--- config.mk ---
export PLATFORM = sky130hd
export DESIGN_NAME = coh_evt_classifier
export DESIGN_NICKNAME = d
export VERILOG_FILES = /design/src/rtl/coh_evt_pkg.sv /design/src/rtl/coh_ubk_decode.sv /design/src/rtl/coh_rsp_decode.sv /design/src/rtl/coh_req_decode.sv /design/src/rtl/coh_evt_classifier.sv
export SDC_FILE = /design/constraint.sdc
export NUM_CORES = 1
export LEC_CHECK = 0
export ABC_AREA = 1
export CAP_MARGIN = 5
export CORE_MARGIN = 3
export CORE_UTILIZATION = 40
export CTS_BUF_LIST = sky130_fd_sc_hd__clkbuf_16
export CTS_CLUSTER_SIZE = 12
export DETAILED_ROUTE_END_ITERATION = 8
export HOLD_SLACK_MARGIN = 0.05
export PLACE_DENSITY = 0.83
export SYNTH_ARGS = -nofsm -noshare
export SYNTH_HDL_FRONTEND = slang
export SYNTH_HIERARCHICAL = 1
export SYNTH_SLANG_ARGS = --single-unit
--- constraint.sdc ---
create_clock -name clk -period 1.7 [get_ports clk]
set_clock_uncertainty 0.05 [all_clocks]
set_input_delay 0.51 -clock clk [delete_from_list [all_inputs] [get_ports clk]]
set_output_delay 0.51 -clock clk [all_outputs]
set_load 0.1 [all_outputs]
--- src/rtl/coh_evt_pkg.sv ---
package coh_evt_pkg;

  typedef enum logic [4:0] {
    EV_GETS       = 5'd0,
    EV_GET_INSTR  = 5'd1,
    EV_GETX       = 5'd2,
    EV_UPGRADE    = 5'd3,
    EV_WB         = 5'd4,
    EV_WB_STALE   = 5'd5,
    EV_REPL_DIRTY = 5'd6,
    EV_REPL_CLEAN = 5'd7,
    EV_DATA_DIRTY = 5'd8,
    EV_DATA_CLEAN = 5'd9,
    EV_ACK        = 5'd10,
    EV_ACK_LAST   = 5'd11,
    EV_MEM_DATA   = 5'd12,
    EV_MEM_ACK    = 5'd13,
    EV_EXT_INV    = 5'd14,
    EV_UNBLOCK    = 5'd15,
    EV_UNBLOCK_EX = 5'd16
  } evt_e;

  typedef enum logic [1:0] {
    SRC_NONE = 2'd0,
    SRC_UBK  = 2'd1,
    SRC_RSP  = 2'd2,
    SRC_REQ  = 2'd3
  } src_e;

  localparam logic [2:0] RQ_GETS   = 3'd0;
  localparam logic [2:0] RQ_GETI   = 3'd1;
  localparam logic [2:0] RQ_GETX   = 3'd2;
  localparam logic [2:0] RQ_UPG    = 3'd3;
  localparam logic [2:0] RQ_WB     = 3'd4;

  localparam logic [2:0] RS_DATA   = 3'd0;
  localparam logic [2:0] RS_ACK    = 3'd1;
  localparam logic [2:0] RS_MDATA  = 3'd2;
  localparam logic [2:0] RS_MACK   = 3'd3;
  localparam logic [2:0] RS_INV    = 3'd4;

  localparam logic [1:0] UB_PLAIN  = 2'd0;
  localparam logic [1:0] UB_EXCL   = 2'd1;

  typedef struct packed {
    logic ok;
    logic err;
    evt_e code;
  } dec_t;

endpackage

--- src/rtl/coh_ubk_decode.sv ---
module coh_ubk_decode
  import coh_evt_pkg::*;
(
  input  logic [1:0] ubk_type,
  output dec_t       dec
);
  always_comb begin
    dec = '{ok: 1'b0, err: 1'b0, code: EV_UNBLOCK};
    unique case (ubk_type)
      UB_PLAIN: begin dec.ok = 1'b1; dec.code = EV_UNBLOCK;    end
      UB_EXCL:  begin dec.ok = 1'b1; dec.code = EV_UNBLOCK_EX; end
      default:  dec.err = 1'b1;
    endcase
  end
endmodule

--- src/rtl/coh_rsp_decode.sv ---
module coh_rsp_decode
  import coh_evt_pkg::*;
#(
  parameter int ACK_W = 8
) (
  input  logic             from_l1,
  input  logic [2:0]       rsp_type,
  input  logic             dirty,
  input  logic [ACK_W-1:0] ack_cnt,
  input  logic [ACK_W-1:0] pend_acks,
  output dec_t             dec
);
  logic [ACK_W-1:0] remain;
  logic             last_ack;

  assign remain   = pend_acks - ack_cnt;
  assign last_ack = (remain == '0);

  always_comb begin
    dec = '{ok: 1'b0, err: 1'b0, code: EV_ACK};
    if (from_l1) begin
      case (rsp_type)
        RS_DATA: begin
          dec.ok   = 1'b1;
          dec.code = dirty ? EV_DATA_DIRTY : EV_DATA_CLEAN;
        end
        RS_ACK: begin
          dec.ok   = 1'b1;
          dec.code = last_ack ? EV_ACK_LAST : EV_ACK;
        end
        default: dec.err = 1'b1;
      endcase
    end else begin
      case (rsp_type)
        RS_MDATA: begin dec.ok = 1'b1; dec.code = EV_MEM_DATA; end
        RS_MACK:  begin dec.ok = 1'b1; dec.code = EV_MEM_ACK;  end
        RS_INV:   begin dec.ok = 1'b1; dec.code = EV_EXT_INV;  end
        default:  dec.err = 1'b1;
      endcase
    end
  end
endmodule

--- src/rtl/coh_req_decode.sv ---
module coh_req_decode
  import coh_evt_pkg::*;
#(
  parameter int ADDR_W = 32,
  parameter int NUM_L1 = 8,
  parameter int ID_W   = 3
) (
  input  logic [2:0]        req_type,
  input  logic [ID_W-1:0]   req_id,
  input  logic [ADDR_W-1:0] req_addr,
  input  logic              tag_hit,
  input  logic              way_free,
  input  logic [NUM_L1-1:0] sharers,
  input  logic [ADDR_W-1:0] victim_addr,
  input  logic              victim_dirty,
  output dec_t              dec,
  output logic [ADDR_W-1:0] dec_addr
);
  logic [NUM_L1-1:0] id_hit;
  logic              is_sharer;
  logic              need_repl;

  for (genvar g = 0; g < NUM_L1; g++) begin : g_member
    assign id_hit[g] = sharers[g] && (req_id == ID_W'(g));
  end

  assign is_sharer = tag_hit && (|id_hit);
  assign need_repl = !tag_hit && !way_free;

  always_comb begin
    dec      = '{ok: 1'b0, err: 1'b0, code: EV_GETS};
    dec_addr = req_addr;
    if (need_repl) begin
      dec.ok   = 1'b1;
      dec.code = victim_dirty ? EV_REPL_DIRTY : EV_REPL_CLEAN;
      dec_addr = victim_addr;
    end else begin
      case (req_type)
        RQ_GETS: begin dec.ok = 1'b1; dec.code = EV_GETS;      end
        RQ_GETI: begin dec.ok = 1'b1; dec.code = EV_GET_INSTR; end
        RQ_GETX: begin dec.ok = 1'b1; dec.code = EV_GETX;      end
        RQ_UPG: begin
          dec.ok   = 1'b1;
          dec.code = is_sharer ? EV_UPGRADE : EV_GETX;
        end
        RQ_WB: begin
          dec.ok   = 1'b1;
          dec.code = is_sharer ? EV_WB : EV_WB_STALE;
        end
        default: dec.err = 1'b1;
      endcase
    end
  end
endmodule

--- src/rtl/coh_evt_classifier.sv ---
module coh_evt_classifier
  import coh_evt_pkg::*;
#(
  parameter int ADDR_W = 32,
  parameter int NUM_L1 = 8,
  parameter int ACK_W  = 8,
  localparam int ID_W  = (NUM_L1 > 1) ? $clog2(NUM_L1) : 1
) (
  input  logic              clk,
  input  logic              rst_n,
  input  logic              ubk_valid,
  input  logic [1:0]        ubk_type,
  input  logic [ADDR_W-1:0] ubk_addr,
  input  logic              rsp_valid,
  input  logic              rsp_from_l1,
  input  logic [2:0]        rsp_type,
  input  logic              rsp_dirty,
  input  logic [ACK_W-1:0]  rsp_ack_cnt,
  input  logic [ACK_W-1:0]  rsp_pend_acks,
  input  logic [ADDR_W-1:0] rsp_addr,
  input  logic              req_valid,
  input  logic [2:0]        req_type,
  input  logic [ID_W-1:0]   req_id,
  input  logic [ADDR_W-1:0] req_addr,
  input  logic              req_tag_hit,
  input  logic              req_way_free,
  input  logic [NUM_L1-1:0] req_sharers,
  input  logic [ADDR_W-1:0] victim_addr,
  input  logic              victim_dirty,
  output logic              evt_valid,
  output logic [4:0]        evt_code,
  output logic [1:0]        evt_src,
  output logic [ADDR_W-1:0] evt_addr,
  output logic              evt_err
);
  // reset: asserted asynchronously, released on the clock
  logic rst_meta_q, rst_sync_q;
  always_ff @(posedge clk or negedge rst_n) begin
    if (!rst_n) begin
      rst_meta_q <= 1'b0;
      rst_sync_q <= 1'b0;
    end else begin
      rst_meta_q <= 1'b1;
      rst_sync_q <= rst_meta_q;
    end
  end

  dec_t              ubk_dec, rsp_dec, req_dec;
  logic [ADDR_W-1:0] req_dec_addr;

  coh_ubk_decode u_ubk (
    .ubk_type (ubk_type),
    .dec      (ubk_dec)
  );

  coh_rsp_decode #(.ACK_W(ACK_W)) u_rsp (
    .from_l1   (rsp_from_l1),
    .rsp_type  (rsp_type),
    .dirty     (rsp_dirty),
    .ack_cnt   (rsp_ack_cnt),
    .pend_acks (rsp_pend_acks),
    .dec       (rsp_dec)
  );

  coh_req_decode #(.ADDR_W(ADDR_W), .NUM_L1(NUM_L1), .ID_W(ID_W)) u_req (
    .req_type     (req_type),
    .req_id       (req_id),
    .req_addr     (req_addr),
    .tag_hit      (req_tag_hit),
    .way_free     (req_way_free),
    .sharers      (req_sharers),
    .victim_addr  (victim_addr),
    .victim_dirty (victim_dirty),
    .dec          (req_dec),
    .dec_addr     (req_dec_addr)
  );

  // fixed-priority select and next state
  logic              valid_d, err_d;
  evt_e              code_d;
  src_e              src_d;
  logic [ADDR_W-1:0] addr_d;

  always_comb begin
    valid_d = 1'b0;
    err_d   = 1'b0;
    code_d  = EV_GETS;
    src_d   = SRC_NONE;
    addr_d  = '0;
    if (ubk_valid) begin
      valid_d = ubk_dec.ok;
      err_d   = ubk_dec.err;
      code_d  = ubk_dec.code;
      src_d   = SRC_UBK;
      addr_d  = ubk_addr;
    end else if (rsp_valid) begin
      valid_d = rsp_dec.ok;
      err_d   = rsp_dec.err;
      code_d  = rsp_dec.code;
      src_d   = SRC_RSP;
      addr_d  = rsp_addr;
    end else if (req_valid) begin
      valid_d = req_dec.ok;
      err_d   = req_dec.err;
      code_d  = req_dec.code;
      src_d   = SRC_REQ;
      addr_d  = req_dec_addr;
    end
  end

  logic              valid_q, err_q;
  logic [4:0]        code_q;
  logic [1:0]        src_q;
  logic [ADDR_W-1:0] addr_q;
  logic              upd_en;

  assign upd_en = ubk_valid | rsp_valid | req_valid | valid_q | err_q;

  always_ff @(posedge clk or negedge rst_sync_q) begin
    if (!rst_sync_q) begin
      valid_q <= 1'b0;
      err_q   <= 1'b0;
      code_q  <= '0;
      src_q   <= '0;
      addr_q  <= '0;
    end else if (upd_en) begin
      valid_q <= valid_d;
      err_q   <= err_d;
      code_q  <= code_d;
      src_q   <= src_d;
      addr_q  <= addr_d;
    end
  end

  assign evt_valid = valid_q;
  assign evt_err   = err_q;
  assign evt_code  = code_q;
  assign evt_src   = src_q;
  assign evt_addr  = addr_q;

endmodule

==> results.json, run 1 <==
{
  "status": "finished, violations left",
  "violations": "setup timing",
  "antenna_found_initial": 0,
  "std_cell_rows": 35,
  "grt_max_degree": 41,
  "core_mm2": 0.009284,
  "grt_pass1_wl_um": 24970,
  "hold_buffers": 0,
  "vias_per_cell": 5.270,
  "final.setup.tns_ns": -0.1168,
  "route.detailed.drc": 0,
  "crit_type": "primary input to flop",
  "finalHoldViolCount": 0,
  "worst_r2r_endpoint": "evt_code[2]",
  "fin_area_mm2": 0.007056,
  "synth_warnings": 6,
  "num_vias": 5101,
  "port_buffers": 213,
  "pwr-share-comb_pct": 53.0,
  "hp-class": "flop to async pin",
  "rsz0062_at_grt": "true",
  "timing.fmax_mhz": 550.4,
  "finalCriticalPeriod_ns": 1.817,
  "clock_path_buffers": 2,
  "first_iter_violations": 331,
  "ys_top_cells_by_area": "dfrtp_1, nand2_1, nand3_1, nand4_1, or2_0",
  "endpoint": "evt_code[0]",
  "setup_viol": 1,
  "reg2reg_depth": 4,
  "vdd_ir_drop_max_uv": 452.6,
  "ys_ff_latch": 43,
  "ys_seq_area_share_pct": 27.97,
  "cts.reportedPaths.clkPinSlew_ns": 0.06,
  "worstSkewPairLatency_ns": 0.28,
  "endpoint_kind": "flop",
  "reg2reg_slack_ns": 0.40,
  "fin_nets": 1018,
  "maxCapViolCount": 0,
  "internal_power_mw": 2.687,
  "required_ns": 1.82,
  "synth_cell_type_count": 31,
  "grtUsageTotal_pct": 28.33,
  "total_power_mw": 4.603,
  "cts.sinks": 43,
  "netSwitchingPower_mw": 1.916,
  "layout.cells.most_common": "nand2_1",
  "stdcell_count": 968,
  "wl_per_cell_um": 16.80,
  "maxSlewViolCount": 0,
  "sequentialPowerShare_pct": 26.8,
  "netlist.top_cell.by_area": "dfrtp_1",
  "slew_headroom_pct": 50.90,
  "grt_pass1_vias": 4940,
  "p_leak_nw": 3.418,
  "numCtsBuffers": 5,
  "ant_nets": 0,
  "syn_inst": 627,
  "final_cell_mix": "nand2_1, clkdlybuf4s50_1, buf_12, nand3_1",
  "die_area_mm2": 0.01083,
  "period_share_pct": 106.9,
  "initial_core_util_pct": 41.44,
  "crit_start": "rsp_ack_cnt[3]",
  "htree_levels": 2,
  "areaGrowthSynthToFinish_pct": 83.38,
  "timing.final.ws_setup_ns": -0.1168,
  "overflow": 0,
  "worst_pin_slew_ns": 0.7355,
  "dp_cells": 955,
  "p_clk_share_pct": 20.1,
  "gp_congestion": 0.8880,
  "finalWirelength_um": 16260,
  "swShare_pct": 41.62,
  "cts_tree": "done",
  "postSynthAreaPerCell_um2": 6.136,
  "crit_arrival_ns": 1.94,
  "r2r-start": "evt_valid",
  "n_antenna_cell": 0,
  "io_pins": 214,
  "cellPowerDensity_mw_per_mm2": 652.4,
  "dr.pass1.iters": 6,
  "fp.dieW_um": 104.1,
  "placed_cell_area_mm2": 0.006641,
  "synthesis.area_mm2": 0.003847,
  "netlist.area_leader.share_pct": 27.97,
  "crit_fanout": 4,
  "die_y_um": 104.1,
  "cts_root_buf": "clkbuf_16",
  "place_ws_ns": -0.7028,
  "drive_gt1_share_pct": 21.81,
  "dp_hpwl_um": 11510,
  "startpoint_type": "primary input"
}
[area by class of cell]
cell class | count | area, um^2
sequential | 43 | 1079
tap | 129 | 161.4
clock buffer | 5 | 125.1
timing repair buffer | 252 | 2889
multi-input combinational | 494 | 2618
clock inverter | 3 | 16.27
fill | 662 | 2228
inverter | 42 | 167.7
[how the worst min path moves through the flow]
stage                     from           end  cells after the start
finish              rst_sync_q  evt_addr[12]                      0
global route        rst_sync_q  evt_addr[14]                      0
CTS                 rst_sync_q  evt_addr[12]                      0
detailed placement  rst_sync_q  evt_addr[14]                      0
global placement    rst_sync_q  evt_addr[14]                      0
floorplan                rst_n    rst_meta_q                      0
[stage by stage]
step / hold slack [ns] / utilization (%)
after floorplan: 0.1644 / -
after global placement: 0.09711 / 71.54
after detailed placement: 0.1067 / 71.54
after CTS: 0.1099 / 74.58
after global routing: 0.1291 / 76.00
final: 0.1045 / 76.00
[synth_stat cells (all sizes together)]
cell type	instances
a21oi	42
a21o	1
nand2	275
nand4	41
dfrtp	43
ha	7
buf	43
xor2	1
nand3b	2
or2	39
clkbuf	6
nand3	54
inv	42
conb	4
o32ai	1
nor2	24
o22a	1
o21ai	1
[critical path: stages]
cell and delay, ns:
buf_2 0.11, inv_2 0.05, ha_4 0.31, nand2_4 0.08, nor2_4 0.09, nand2_2 0.07, nand3_2 0.08, nand2_2 0.07
nand2_2 0.08, nor2_2 0.04, nand3_1 0.07, nand2_1 0.08, a21oi_2 0.13, nand2_1 0.06, nand2_1 0.05, nand2_1 0.04
[power by group through the flow]
stage	clock [mW]	combinational, mW	sequential [mW]
CTS	0.931	2.37	1.24
global placement	0	2.25	1.25
global route	0.983	2.56	1.25
floorplan	0	0.581	1.88
detailed placement	0	2.29	1.25
finish	0.926	2.44	1.24
[per-layer routing]
| layer | global-route usage, % | routed length (um) | vias to the layer above |
|---|---|---|---|
| met3 | 5.276 | 1216 | 46 |
| li1 | - | - | 2405 |
| met1 | 32.70 | 6074 | 2396 |
| met5 | 0 | 0 | - |
| met2 | 52.65 | 8514 | 254 |
| met4 | 8.832 | 458 | 0 |
[repair_timing]
item / CTS / global route
pin swaps: 38 / 37
setup endpoints to repair: 15 / 17
cloned: 1 / 1
buffers inserted: 2 / 1
resized for setup: 100 / 35
[logic make-up (layout without fill, tap and decap cells)]
family	after synthesis	count (layout)	share of synthesized area (%)
buffers and inverters	91	302	11.90
xor gates and xnor gates	1	1	0.2277
AOI/OAI and AO/OA	46	46	6.374
DFF	43	43	27.97
and+or+nand+nor	435	435	50.86
adders and majority gates	7	7	2.276
other	4	5	0.3901
[sequential cells by signal (all words and copies together) (netlist names)]
signal	flops
evt_src	2
rst_sync_q	1
evt_valid	1
evt_err	1
rst_meta_q	1
evt_code	5
evt_addr	32
Power figures use the tool's default switching activity.
==> inputs of run 2 (changes only) <==
--- a/config.mk
+++ b/config.mk
@@ -12,8 +12,10 @@
 export CTS_BUF_LIST = sky130_fd_sc_hd__clkbuf_16
 export CTS_CLUSTER_SIZE = 12
 export DETAILED_ROUTE_END_ITERATION = 8
+export GPL_ROUTABILITY_DRIVEN = 0
 export HOLD_SLACK_MARGIN = 0.05
 export PLACE_DENSITY = 0.83
+export REMOVE_ABC_BUFFERS = 1
 export SYNTH_ARGS = -nofsm -noshare
 export SYNTH_HDL_FRONTEND = slang
 export SYNTH_HIERARCHICAL = 1
==> run 2 against run 1 <==
  * The flow still finishes with violations (setup timing)
  * Fmax up 0.96%
  * Sequential share of layout area up 0.18 points
  * Sequential power about the same
  * Largest cell class unchanged
  * Largest power group unchanged
==> results.json, run 2 (synthesis gave the netlist of run 1 again) <==
{
  "status": "finished, violations left",
  "violations": "setup timing",
  "grtUsageTotal_pct": 26.76,
  "cts.reportedPaths.clkPinSlew_ns": 0.07,
  "fin_nets": 1015,
  "cts_tree": "done",
  "place_ws_ns": -0.8267,
  "r2r-start": "evt_err",
  "antenna_found_initial": 0,
  "ant_nets": 0,
  "crit_chain": "buf_6, inv_4, ha_4, a21oi_4, nor2_2, nor2_2, nand2_1, nand2_1, nand2_1, nand3_1, nand2_1, a21oi_2, nand2_1, nand2_1, nand2_1",
  "finalHoldViolCount": 0,
  "cp_common_cell": "nand2_1",
  "worst_r2r_endpoint": "evt_code[0]",
  "fp.dieW_um": 104.1,
  "worst_pin_slew_ns": 0.5233,
  "worstSkewPairLatency_ns": 0.29,
  "timing.fmax_mhz": 555.7,
  "reg2reg_depth": 4,
  "vdd_ir_drop_max_uv": 479.1,
  "finalCriticalPeriod_ns": 1.799,
  "timing.hold.ws_ns": 0.1967,
  "die_y_um": 104.1,
  "crit_fanout": 4,
  "vias_per_cell": 5.178,
  "grt_pass1_wl_um": 23760,
  "setup_viol": 1,
  "core_mm2": 0.009284,
  "maxSlewViolCount": 0,
  "startpoint_type": "primary input",
  "initial_core_util_pct": 41.44,
  "layout.cells.most_common": "nand2_1",
  "overflow": 0,
  "required_ns": 1.82,
  "num_vias": 4997,
  "reg2reg_slack_ns": 0.57,
  "std_cell_rows": 35,
  "slew_headroom_pct": 65.11,
  "hold_buffers": 0,
  "endpoint": "evt_code[0]",
  "wl_per_cell_um": 15.58,
  "largest_register_ffs": 32,
  "seq_area_mm2": 0.001077,
  "timing.final.ws_setup_ns": -0.09939,
  "hp-class": "flop to async pin",
  "crit_arrival_ns": 1.92,
  "slowest_delay_ns": 0.23,
  "maxCapViolCount": 0,
  "crit_start": "rsp_ack_cnt[4]",
  "die_area_mm2": 0.01083,
  "drive_gt1_share_pct": 20.10,
  "htree_levels": 2,
  "n_antenna_cell": 0,
  "total_power_mw": 4.592,
  "rsz0062_at_grt": "true",
  "grt_pass1_vias": 5026,
  "cts_root_buf": "clkbuf_16",
  "io_pins": 214,
  "route.detailed.drc": 0,
  "cellPowerDensity_mw_per_mm2": 659.1,
  "slowest_stage": "ha_4",
  "clock_path_buffers": 2,
  "numCtsBuffers": 5,
  "dr.pass1.iters": 4,
  "dp_cells": 954,
  "grt_max_degree": 41,
  "final_cell_mix": "nand2_1, clkdlybuf4s50_1, buf_12, nand3_1, dfrtp_1",
  "crit_type": "primary input to flop",
  "fill_cells": 696,
  "areaGrowthSynthToFinish_pct": 81.07,
  "final.setup.tns_ns": -0.09939,
  "port_buffers": 213,
  "first_iter_violations": 251,
  "stdcell_count": 965,
  "period_share_pct": 105.8,
  "p_leak_nw": 3.337,
  "cts.sinks": 43,
  "multi_input_area_mm2": 0.002546,
  "finalWirelength_um": 15040,
  "dp_hpwl_um": 11080,
  "endpoint_kind": "flop"
}
[run 2: changes by cell type in the layout (fill, tap and decap cells not counted), sizes merged]
cell	before	now
buf	94	90
clkbuf	8	7
clkdlybuf4s15	0	2
clkdlybuf4s50	142	149
clkinv	2	0
clkinvlp	1	2
dlygate4sd2	6	4
dlymetal6s2s	7	2
inv	42	43
[run 2: layer usage]
layer  up-vias  part of all wire, %  global-route usage, %
met5         -                    0                      0
met4         0                  3.4                  10.16
met3        48                  7.9                  7.014
met2       247                   52                  49.21
met1      2296                   36                  29.31
li1       2406                    -                      -
[run 2: worst max-delay path: cells and delay by family]
family,cells,cell delay [ns]
AO/OA/AOI/OAI,2,0.30
adder cells (fa/ha/maj),1,0.23
buffers and inverters,2,0.15
AND/OR/NAND/NOR,10,0.72
[run 2: metrics by stage]
stage | instance area, um^2 | util, %
final | 6967 | 75.04
after global routing | 6967 | 75.04
after CTS | 6899 | 74.31
after detailed placement | 6601 | 71.11
after global placement | 6601 | 71.11
after floorplan | 3551 | -
[run 2: report_power, final]
group | switching (mW) | leakage, nW | total (mW) | internal [mW]
registers | 0.117 | 0.498 | 1.24 | 1.12
logic | 1.36 | 2.77 | 2.39 | 1.02
clock network | 0.421 | 0.0664 | 0.970 | 0.550
total | 1.90 | 3.34 | 4.59 | 2.69
[run 2: worst min path at each step]
stage | startpoint | endpoint | cells past startpoint | slack (ns)
2_1_floorplan | rst_n | rst_meta_q | 0 | 0.16
3_5_place_dp | rst_sync_q | evt_addr[28] | 0 | 0.21
6_report | rst_sync_q | evt_addr[28] | 0 | 0.20
3_3_place_gp | rst_sync_q | evt_addr[10] | 0 | 0.20
4_1_cts | rst_sync_q | evt_addr[28] | 0 | 0.22
5_1_grt | rst_sync_q | evt_addr[28] | 0 | 0.24
[run 2: timing repair]
action / CTS / global route
buffers inserted: 3 / 0
setup endpoints to repair: 1 / 15
gates cloned: 0 / 0
hold endpoints to repair: 0 / 0
pin swaps: 38 / 33
gates resized for setup: 90 / 25
[run 2: final cells by class]
class | instances | area share, %
clock buffers | 5 | 1.796
clock inverters | 3 | 0.3412
inverters | 42 | 2.335
multi-input cells | 494 | 36.55
flip-flops and latches | 43 | 15.46
well taps | 129 | 2.317
repair buffers | 249 | 41.20
==> inputs of run 3 (changes only) <==
--- a/config.mk
+++ b/config.mk
@@ -14,7 +14,7 @@
 export DETAILED_ROUTE_END_ITERATION = 8
 export GPL_ROUTABILITY_DRIVEN = 0
 export HOLD_SLACK_MARGIN = 0.05
-export PLACE_DENSITY = 0.83
+export PLACE_DENSITY = 0.92
 export REMOVE_ABC_BUFFERS = 1
 export SYNTH_ARGS = -nofsm -noshare
 export SYNTH_HDL_FRONTEND = slang
==> run 3 against run 2 <==
  * The run still ends with setup timing left
  * Non-clock buffer count grew 3
  * Die area did not move
  * Sequential power is essentially flat
  * Cell count increased by 0.31%
  * Register-to-register slack worse by 0.04 ns
  * Sequential share of layout area down 0.094 points
  * Global-route usage decreased by 0.92 points
  * Fmax fell by 6.9%
  * Largest cell class unchanged
  * Largest power group unchanged
==> results.json, run 3 (synthesis gave the netlist of run 1 again) <==
{
  "fill_cells": 656,
  "cts_tree": "done",
  "status": "finished, violations left",
  "n_antenna_cell": 0,
  "initial_core_util_pct": 41.44,
  "finalHoldViolCount": 0,
  "drive_gt1_share_pct": 20.26,
  "grt_pass1_wl_um": 23200,
  "first_iter_violations": 315,
  "clock_path_buffers": 2,
  "layout.cells.most_common": "nand2_1",
  "cts.sinks": 43,
  "overflow": 0,
  "slew_headroom_pct": 60.60,
  "route.detailed.drc": 0,
  "placed_cell_area_mm2": 0.006564,
  "worstSkewPairLatency_ns": 0.28,
  "startpoint_type": "primary input",
  "grt_max_degree": 41,
  "cellPowerDensity_mw_per_mm2": 656.3,
  "grt_pass1_vias": 4926,
  "die_y_um": 104.1,
  "rsz0062_at_grt": "true",
  "htree_levels": 2,
  "largest_register_ffs": 32,
  "cts.reportedPaths.clkPinSlew_ns": 0.07,
  "fin_area_mm2": 0.007009,
  "core_mm2": 0.009284,
  "final.setup.tns_ns": -0.2324,
  "antenna_found_initial": 0,
  "required_ns": 1.82,
  "crit_arrival_ns": 2.05,
  "reg2reg_slack_ns": 0.53,
  "finalCriticalPeriod_ns": 1.932,
  "maxCapViolCount": 0,
  "reg2reg_depth": 4,
  "dp_hpwl_um": 10460,
  "violations": "setup timing",
  "p_leak_nw": 3.362,
  "die_area_mm2": 0.01083,
  "timing.fmax_mhz": 517.5,
  "hp-class": "flop to async pin",
  "num_vias": 4983,
  "io_pins": 214,
  "setup_viol": 1,
  "areaGrowthSynthToFinish_pct": 82.18,
  "worst_pin_slew_ns": 0.5902,
  "ant_nets": 0,
  "crit_fanout": 4,
  "dr.pass1.iters": 5,
  "timing.final.ws_setup_ns": -0.2324,
  "vdd_ir_drop_max_uv": 528.1,
  "r2r-start": "evt_valid",
  "numCtsBuffers": 5,
  "vias_per_cell": 5.148,
  "fin_nets": 1018,
  "wl_per_cell_um": 15.70,
  "maxSlewViolCount": 0,
  "grtUsageTotal_pct": 25.85,
  "endpoint_kind": "flop",
  "cts_root_buf": "clkbuf_16",
  "worst_r2r_endpoint": "evt_addr[31]",
  "crit_type": "primary input to flop",
  "std_cell_rows": 35,
  "period_share_pct": 113.7,
  "final_cell_mix": "nand2_1, clkdlybuf4s50_1, nand3_1, buf_12, dfrtp_1",
  "port_buffers": 213,
  "fp.dieW_um": 104.1,
  "finalWirelength_um": 15200
}
run 3: changes by cell type in the layout (fill, tap and decap cells not counted), sizes merged:
cell           change
clkdlybuf4s50      -1
dlygate4sd2        -1
dlymetal6s2s       +2
buf                +1
clkinv             +3
dlygate4sd3        +1
inv                -2
clkbuf             +1
clkinvlp           -1
run 3: area by class of cell:
cell class	count	area, um^2	area share, %
clock inverters	3	25.02	0.3570
well taps	129	161.4	2.303
multi-input cells	494	2569	36.65
inverters	42	167.7	2.392
clock buffers	5	125.1	1.785
flip-flops and latches	43	1077	15.37
repair buffers	252	2884	41.15
run 3: power by group:
group          internal [mW]  switching (mW)  total (mW)
clock network          0.550           0.419       0.969
registers               1.12           0.112        1.23
logic                   1.03            1.38        2.40
run 3: how the worst max path moves through the flow:
| stage | slack [ns] | startpoint | cells after the start | end |
|---|---|---|---|---|
| 2_1_floorplan | -0.30 | evt_valid | 3 | evt_addr[0] |
| 6_report | -0.23 | rsp_pend_acks[5] | 14 | evt_code[0] |
| 3_3_place_gp | -0.76 | rsp_ack_cnt[4] | 15 | evt_code[0] |
| 4_1_cts | 0.005 | req_tag_hit | 10 | evt_addr[10] |
| 3_5_place_dp | -0.81 | rsp_ack_cnt[4] | 15 | evt_code[0] |
| 5_1_grt | -0.21 | rsp_ack_cnt[5] | 15 | evt_code[0] |
run 3: worst max-delay path, stage by stage:
cell and delay [ns]:
buf_2 0.13, ha_4 0.31, nand2_2 0.09, nor2_2 0.16
nor2_2 0.07, buf_4 0.13, nand3_1 0.07, nand2_1 0.07
nand3_1 0.09, nand2_1 0.08, a21oi_2 0.16, nand2_1 0.06
nand2_1 0.07, nand2_1 0.05
run 3: what timing repair did:
item / 4_1_cts / 5_1_grt
hold buffers: 1 / 0
pin swaps: 37 / 35
gates resized for setup: 86 / 37
hold endpoints to repair: 3 / 0
setup buffers: 2 / 2
endpoints found under the setup margin: 1 / 31
gates cloned: 0 / 1
run 3: layer usage:
layer  global-route usage (%)  share of wire, %
met2                    48.24                52
met4                    9.592               4.0
met1                    28.58                36
met3                    5.525               7.9
met5                        0                 0
run 3: stage by stage:
stage	utilization, %	std cells	hold slack [ns]	total power [mW]	setup slack [ns]
finish	75.50	968	0.2103	4.600	-0.2324
global route	75.50	968	0.2432	4.794	-0.2081
CTS	73.77	965	0.2211	4.521	0.004545
detailed placement	70.70	954	0.01214	3.487	-0.8088
global placement	70.70	954	0.006556	3.450	-0.7583
floorplan	-	579	0.1644	2.336	-0.3049
